$ cat config.mk
export PLATFORM = sky130hd
export DESIGN_NAME = torus_perm_fabric
export DESIGN_NICKNAME = d
export VERILOG_FILES = /design/src/rtl/tpf_pkg.sv /design/src/rtl/tpf_route.sv /design/src/rtl/tpf_bank.sv /design/src/rtl/tpf_seq.sv /design/src/rtl/torus_perm_fabric.sv
export SDC_FILE = /design/constraint.sdc
export NUM_CORES = 1
export LEC_CHECK = 0
export BUFFER_PORTS_ARGS = -buffer_cell sky130_fd_sc_hd__buf_4
export CAP_MARGIN = 20
export CORE_MARGIN = 2
export CORE_UTILIZATION = 62
export CTS_CLUSTER_DIAMETER = 40
export CTS_CLUSTER_SIZE = 25
export DETAILED_ROUTE_END_ITERATION = 8
export GPL_ROUTABILITY_DRIVEN = 0
export PLACE_DENSITY = 0.83
export SYNTH_ARGS = -nofsm -noshare
export SYNTH_HDL_FRONTEND = slang
export SYNTH_HIERARCHICAL = 1
export SYNTH_SLANG_ARGS = --single-unit
$ cat constraint.sdc
create_clock -name clk -period 7.33 [get_ports clk]
set_input_delay 1.0995 -clock clk [delete_from_list [all_inputs] [get_ports clk]]
set_output_delay 1.0995 -clock clk [all_outputs]
set_load 0.02 [all_outputs]
$ cat src/rtl/tpf_pkg.sv
package tpf_pkg;

    localparam int NDIR = 4;

    typedef enum logic [1:0] {
        DIR_E = 2'd0,
        DIR_W = 2'd1,
        DIR_N = 2'd2,
        DIR_S = 2'd3
    } dir_e;

    typedef enum logic [1:0] {
        ST_PRIME = 2'd0,
        ST_WAIT  = 2'd1,
        ST_DRAIN = 2'd2
    } seq_state_e;

    // the input side that receives an output lane faces back toward the sender
    function automatic int facing(input int k);
        return k ^ 1;
    endfunction

endpackage

$ cat src/rtl/tpf_route.sv
module tpf_route
    import tpf_pkg::*;
#(
    parameter int GRID_W = 4,
    parameter int GRID_H = 3,
    parameter int IDX_W  = 4
) (
    input  logic [IDX_W-1:0]      src_idx,
    output logic [NDIR*IDX_W-1:0] dest_idx,
    output logic [NDIR-1:0]       at_border
);
    localparam int N = GRID_W * GRID_H;

    int row;
    int col;
    int x;

    always_comb begin
        x   = int'(src_idx);
        row = x / GRID_W;
        col = x % GRID_W;
    end

    for (genvar k = 0; k < NDIR; k++) begin : g_dir
        if (k == int'(DIR_E)) begin : g_e
            always_comb begin
                dest_idx[k*IDX_W +: IDX_W] = IDX_W'(row * GRID_W + ((col == GRID_W - 1) ? 0 : col + 1));
                at_border[k] = (col == GRID_W - 1);
            end
        end else if (k == int'(DIR_W)) begin : g_w
            always_comb begin
                dest_idx[k*IDX_W +: IDX_W] = IDX_W'(row * GRID_W + ((col == 0) ? GRID_W - 1 : col - 1));
                at_border[k] = (col == 0);
            end
        end else if (k == int'(DIR_N)) begin : g_n
            always_comb begin
                dest_idx[k*IDX_W +: IDX_W] = IDX_W'((x < GRID_W) ? x + N - GRID_W : x - GRID_W);
                at_border[k] = (row == 0);
            end
        end else begin : g_s
            always_comb begin
                dest_idx[k*IDX_W +: IDX_W] = IDX_W'((x >= N - GRID_W) ? x - (N - GRID_W) : x + GRID_W);
                at_border[k] = (row == GRID_H - 1);
            end
        end
    end

endmodule

$ cat src/rtl/tpf_bank.sv
module tpf_bank #(
    parameter int N      = 12,
    parameter int IDX_W  = 4,
    parameter int DATA_W = 8
) (
    input  logic              clk,
    input  logic              rst_n,
    input  logic              wr_en,
    input  logic              wr_bank,
    input  logic [IDX_W-1:0]  wr_addr,
    input  logic              wr_has,
    input  logic [DATA_W-1:0] wr_data,
    input  logic              rd_bank,
    input  logic [IDX_W-1:0]  rd_addr,
    output logic              rd_has,
    output logic [DATA_W-1:0] rd_data
);
    logic              has_q [2][N];
    logic [DATA_W-1:0] dat_q [2][N];

    always_ff @(posedge clk) begin
        if (!rst_n) begin
            for (int b = 0; b < 2; b++) begin
                for (int i = 0; i < N; i++) begin
                    has_q[b][i] <= 1'b0;
                    dat_q[b][i] <= '0;
                end
            end
        end else if (wr_en) begin
            has_q[wr_bank][wr_addr] <= wr_has;
            dat_q[wr_bank][wr_addr] <= wr_data;
        end
    end

    always_comb begin
        rd_has  = has_q[rd_bank][rd_addr];
        rd_data = dat_q[rd_bank][rd_addr];
    end

endmodule

$ cat src/rtl/tpf_seq.sv
module tpf_seq
    import tpf_pkg::*;
#(
    parameter int N     = 12,
    parameter int IDX_W = 4
) (
    input  logic             clk,
    input  logic             rst_n,
    input  logic             tok_valid,
    input  logic             dlv_ready,
    output logic             wr_bank,
    output logic             rd_bank,
    output logic [IDX_W-1:0] rd_idx,
    output logic             dlv_valid,
    output logic             priming
);
    localparam logic [IDX_W-1:0] LAST = IDX_W'(N - 1);

    seq_state_e       state_q, state_d;
    logic [IDX_W-1:0] wr_cnt_q;
    logic             pend_q;
    logic             fire, last_slot, cap_done, drain_done;

    always_comb begin
        fire       = dlv_valid && dlv_ready;
        last_slot  = fire && (rd_idx == LAST);
        cap_done   = tok_valid && (wr_cnt_q == LAST);
        drain_done = last_slot && (state_q == ST_DRAIN);
    end

    // state register
    always_ff @(posedge clk) begin
        if (!rst_n) state_q <= ST_PRIME;
        else        state_q <= state_d;
    end

    // next state
    always_comb begin
        state_d = state_q;
        unique case (state_q)
            ST_PRIME: if (last_slot) state_d = ST_WAIT;
            ST_WAIT:  if (pend_q)    state_d = ST_DRAIN;
            ST_DRAIN: if (last_slot) state_d = ST_WAIT;
            default:                 state_d = ST_PRIME;
        endcase
    end

    // outputs
    always_comb begin
        dlv_valid = 1'b0;
        priming   = 1'b0;
        unique case (state_q)
            ST_PRIME: begin dlv_valid = 1'b1; priming = 1'b1; end
            ST_WAIT:  dlv_valid = 1'b0;
            ST_DRAIN: dlv_valid = 1'b1;
            default:  dlv_valid = 1'b0;
        endcase
    end

    // capture side: counts one model cycle of tokens, then swaps banks
    always_ff @(posedge clk) begin
        if (!rst_n) begin
            wr_cnt_q <= '0;
            wr_bank  <= 1'b0;
            pend_q   <= 1'b0;
        end else begin
            if (tok_valid) begin
                if (cap_done) begin
                    wr_cnt_q <= '0;
                    wr_bank  <= ~wr_bank;
                end else begin
                    wr_cnt_q <= wr_cnt_q + 1'b1;
                end
            end
            pend_q <= (pend_q && !drain_done) || cap_done;
        end
    end

    // delivery side
    always_ff @(posedge clk) begin
        if (!rst_n) begin
            rd_idx  <= '0;
            rd_bank <= 1'b0;
        end else begin
            if (fire) rd_idx <= last_slot ? '0 : rd_idx + 1'b1;
            if (drain_done) rd_bank <= ~rd_bank;
        end
    end

endmodule

$ cat src/rtl/torus_perm_fabric.sv
module torus_perm_fabric
    import tpf_pkg::*;
#(
    parameter int GRID_W = 4,
    parameter int GRID_H = 3,
    parameter int DATA_W = 8,
    localparam int N     = GRID_W * GRID_H,
    localparam int IDX_W = (N > 2) ? $clog2(N) : 1
) (
    input  logic                   clk,
    input  logic                   rst_n,
    input  logic                   grid_mode,
    input  logic                   tok_valid,
    input  logic [IDX_W-1:0]       tok_idx,
    input  logic [3:0]             tok_has,
    input  logic [4*DATA_W-1:0]    tok_data,
    input  logic                   dlv_ready,
    output logic                   dlv_valid,
    output logic [IDX_W-1:0]       dlv_idx,
    output logic [3:0]             dlv_has,
    output logic [4*DATA_W-1:0]    dlv_data
);
    logic [NDIR*IDX_W-1:0]  dest;
    logic [NDIR-1:0]        border;
    logic [NDIR-1:0]        has_m;
    logic [NDIR*DATA_W-1:0] dat_m;
    logic                   wr_bank, rd_bank, priming;
    logic [IDX_W-1:0]       rd_idx;
    logic [NDIR-1:0]        bank_has;
    logic [NDIR*DATA_W-1:0] bank_dat;

    tpf_route #(.GRID_W(GRID_W), .GRID_H(GRID_H), .IDX_W(IDX_W)) u_route (
        .src_idx   (tok_idx),
        .dest_idx  (dest),
        .at_border (border)
    );

    tpf_seq #(.N(N), .IDX_W(IDX_W)) u_seq (
        .clk       (clk),
        .rst_n     (rst_n),
        .tok_valid (tok_valid),
        .dlv_ready (dlv_ready),
        .wr_bank   (wr_bank),
        .rd_bank   (rd_bank),
        .rd_idx    (rd_idx),
        .dlv_valid (dlv_valid),
        .priming   (priming)
    );

    // grid masking on the capture side
    for (genvar k = 0; k < NDIR; k++) begin : g_mask
        always_comb begin
            has_m[k] = tok_has[k] && !(grid_mode && border[k]);
            dat_m[k*DATA_W +: DATA_W] = has_m[k] ? tok_data[k*DATA_W +: DATA_W] : '0;
        end
    end

    // bank j holds input side j; it is fed by output lane facing(j) of the sender
    for (genvar j = 0; j < NDIR; j++) begin : g_bank
        localparam int SRC = facing(j);
        tpf_bank #(.N(N), .IDX_W(IDX_W), .DATA_W(DATA_W)) u_bank (
            .clk     (clk),
            .rst_n   (rst_n),
            .wr_en   (tok_valid),
            .wr_bank (wr_bank),
            .wr_addr (dest[SRC*IDX_W +: IDX_W]),
            .wr_has  (has_m[SRC]),
            .wr_data (dat_m[SRC*DATA_W +: DATA_W]),
            .rd_bank (rd_bank),
            .rd_addr (rd_idx),
            .rd_has  (bank_has[j]),
            .rd_data (bank_dat[j*DATA_W +: DATA_W])
        );
    end

    always_comb begin
        dlv_idx  = rd_idx;
        dlv_has  = priming ? '0 : bank_has;
        dlv_data = priming ? '0 : bank_dat;
    end

endmodule

==> qor.txt <==
Max clock buf depth: 3
Largest net degree at the start of global routing: 105
Critical path arrival: 3810 ps
Critical path's slowest cell: dfxtp_4
Initial antenna violation count: 2
Reg area: 26180 sq um
Final net count: 2813
Critical setup path kind: reg -> out
GRT Util Overall: 0.3154
Fin crit period: 4913 ps
Power Dens Cells: 267.4 nW/um^2
Hold Path Class: reg -> reg
Vias: 24580
Status: completed
Hold Fails Final Rpt: 0
Total Die Area: 64680 sq um
R2r setup slk: 4450 ps
# Max-Cap Violations: 0
DRT Wirelength: 101100 microns
Multi-input gate area: 11230 sq um
Net Switching: 2.687 mW
Final worst path period share: 0.6703
Worst EP required: 6230 ps
Reg-to-Reg Start: u_seq/wr_bank
Cell Area, Synth: 38850 sq um
Worst skew pair latency: 650 ps
Post-CTS resize count: 0
Synth Warn #: 6
Vias in the first global route: 24513
Area after DPL: 39720 sq um
Max FO, Critical Path: 57
Most common cell after layout, fill and taps aside: edfxtp_1
CP startpoint kind: register
Clock transition at path regs: 60 ps
First-pass GRT wire length: 149900 microns
Slew @ Worst Pin: 1143 ps
Logic pwr share: 0.062
Internal Power: 8.813 mW
Crit end category: output pin
CTS Hold Bufs: 0
Async S/R FF share, synth: 0
Post-route cell area: 43010 sq um
Die Wd: 254.3 microns
Final setup viols: 0
Peak VDD IR: 210.3 uV
Pre-Repair DR Iteration Count: 8
DRT iter0 DRCs: 4010
Slew margin rel.: 0.2373
Most frequent cells in the layout: edfxtp_1 (860), nor2_1 (493), mux2i_1 (291)
Fmax: 203.5 MHz
Final Slew Violations: 0
Vias per Instance: 6.687
Area growth syn-to-layout: 10.71%
Die H: 254.3 microns
Initial core utilization: 0.6284
Tot Pwr: 11.50 mW
Clock sink count: 877
Main flop type after synthesis: edfxtp_1
End of the worst hold path: g_bank[3].u_bank/has_q[1][11]
Sequential power share: 0.514
Most common cell on crit path: buf_4
Post-route setup TNS: 0 ps
WL/cell: 27.49 microns
Crit-path cells: buf_4 -> nor2_1 -> buf_4 -> a221oi_1 -> nor2_1 -> o211ai_1 -> nor2b_1 -> buf_4
RSZ-0062 raised after global routing: false
Post-DP HPWL: 62010 microns
Sw Ratio: 0.2337
EDFF count, synth: 860
Root buf cell: clkbuf_16
Seq cells post-synth: 877
Core Area: 61830 sq um
Grt total ovfl: 0
CP peak stage delay: 930 ps
CTS tree: done
Worst reg2reg path depth: 4
Post-CTS Setup Inserts: 0
Net count after synthesis: 2734
Reg-to-Reg End: g_bank[1].u_bank/dat_q[0][33]
CTS Buf Count: 94
Lkg Pwr: 14.03 nW
Fillers: 3774
I/O Buffers: 85
Hold path depth: 2
Number of I/O pins: 86
Final Util: 0.6957
Post-synthesis sequential area ratio: 0.6735
# DRC: 0
Std-Cell Rows: 91
Post-synth cell types: 50
Post-DRT Antenna Nets: 0
Number of H-tree levels: 3
Synth Instances: 2680
Hold Crit Start: g_bank[3].u_bank/has_q[1][11]
Fin Clk Skew: 22.06 ps
Mapped Avg Cell Area: 14.50 sq um
Clock power frac: 0.425
Fraction of layout cells with a size suffix above 1: 0.1614
cell families (layout without fill, tap and decap cells):
family          count (synthesis)  in the layout  synth area share
other cells                     0              1                 0
buf+inv                       211            369           0.03807
xor+xnor                        4              4         0.0009019
simple gates                  967            967            0.1199
compound gates                249            249           0.04538
mux                           363            363            0.1194
flops                         877            877            0.6735
fa+ha+maj                       9              9          0.002898
synth_stat cells, types with 12 or more instances:
cell type | count | share of area
edfxtp_1 | 860 | 0.66
nor2_1 | 495 | 0.048
mux2i_1 | 291 | 0.075
nand2_1 | 131 | 0.013
nand3_1 | 120 | 0.015
a22oi_1 | 108 | 0.021
buf_6 | 60 | 0.017
nor2b_1 | 50 | 0.0081
nand2b_1 | 48 | 0.0077
clkbuf_1 | 44 | 0.0043
mux4_2 | 44 | 0.026
and3_1 | 37 | 0.0060
o21ai_0 | 37 | 0.0048
nand2_4 | 36 | 0.010
o211ai_1 | 36 | 0.0070
a21oi_1 | 31 | 0.0040
buf_4 | 28 | 0.0054
mux4_1 | 28 | 0.019
inv_2 | 25 | 0.0024
inv_1 | 21 | 0.0020
dfxtp_1 | 17 | 0.0088
a221oi_1 | 12 | 0.0027
buf_2 | 12 | 0.0015
power groups by stage:
stage	Combinational [mW]	Clock (mW)	Sequential [mW]
3_3_place_gp	0.657	0	5.99
5_1_grt	0.737	5.11	5.93
3_5_place_dp	0.678	0	6.01
2_1_floorplan	0.457	0	5.95
6_report	0.707	4.89	5.91
4_1_cts	0.688	4.91	5.91
final cells by class:
class                           count  share of cell area
Antenna cell                        1          0.00005818
Timing Repair Buffer              148             0.02641
Tap cell                          837             0.02435
Inverter                           46            0.004014
Sequential cell                   877              0.6086
Clock buffer                      104             0.05751
Clock inverter                     71             0.01812
Multi-Input combinational cell   1592              0.2610
how the worst max path moves through the flow:
| stage | startpoint | cells past startpoint | to | slack (ps) |
|---|---|---|---|---|
| global placement | tok_idx[0] | 9 | g_bank[0].u_bank/dat_q[1][29] | 2810 |
| global route | u_seq/rd_idx[0] | 8 | dlv_data[18] | 2250 |
| floorplan | tok_idx[0] | 8 | g_bank[0].u_bank/dat_q[1][24] | 3620 |
| finish | u_seq/rd_idx[0] | 8 | dlv_data[18] | 2420 |
| CTS | u_seq/rd_idx[0] | 8 | dlv_data[18] | 2470 |
| detailed placement | tok_idx[0] | 9 | g_bank[0].u_bank/dat_q[1][12] | 2600 |
per-stage QoR:
| stage | hold slack [ps] | setup WS, ps | cells |
|---|---|---|---|
| 2_1_floorplan | 449.3 | 3621 | 2680 |
| 6_report | 472.8 | 2417 | 3676 |
| 5_1_grt | 519.8 | 2247 | 3675 |
| 4_1_cts | 472.9 | 2468 | 3669 |
| 3_3_place_gp | 460.3 | 2811 | 3490 |
| 3_5_place_dp | 464.6 | 2602 | 3494 |
per-layer routing:
layer  wire length, microns  part of all wire  GRT usage  vias up
met4                   4998             0.049     0.1593        0
met1                  35450              0.35     0.4179    12093
li1                       -                 -          -    10216
met5                      0                 0          0        -
met2                  48330              0.48     0.5034     1929
met3                  12270              0.12    0.06236      342
worst max-delay path, delay by kind of cell (launching register included):
kind	cells	cell delay, ps
flops	1	930
simple gates	3	460
compound gates	2	720
buf+inv	3	1010
flip-flops by register name, summed over array words and instances (netlist names):
name,flops
u_seq/wr_cnt_q,4
u_seq/rd_idx,4
u_seq/state_q,2
u_seq/pend_q,1
g_bank.u_bank/has_q,96
u_seq/rd_bank,1
g_bank.u_bank/dat_q,768
u_seq/wr_bank,1
No activity file was read; power rests on OpenSTA's default activity.
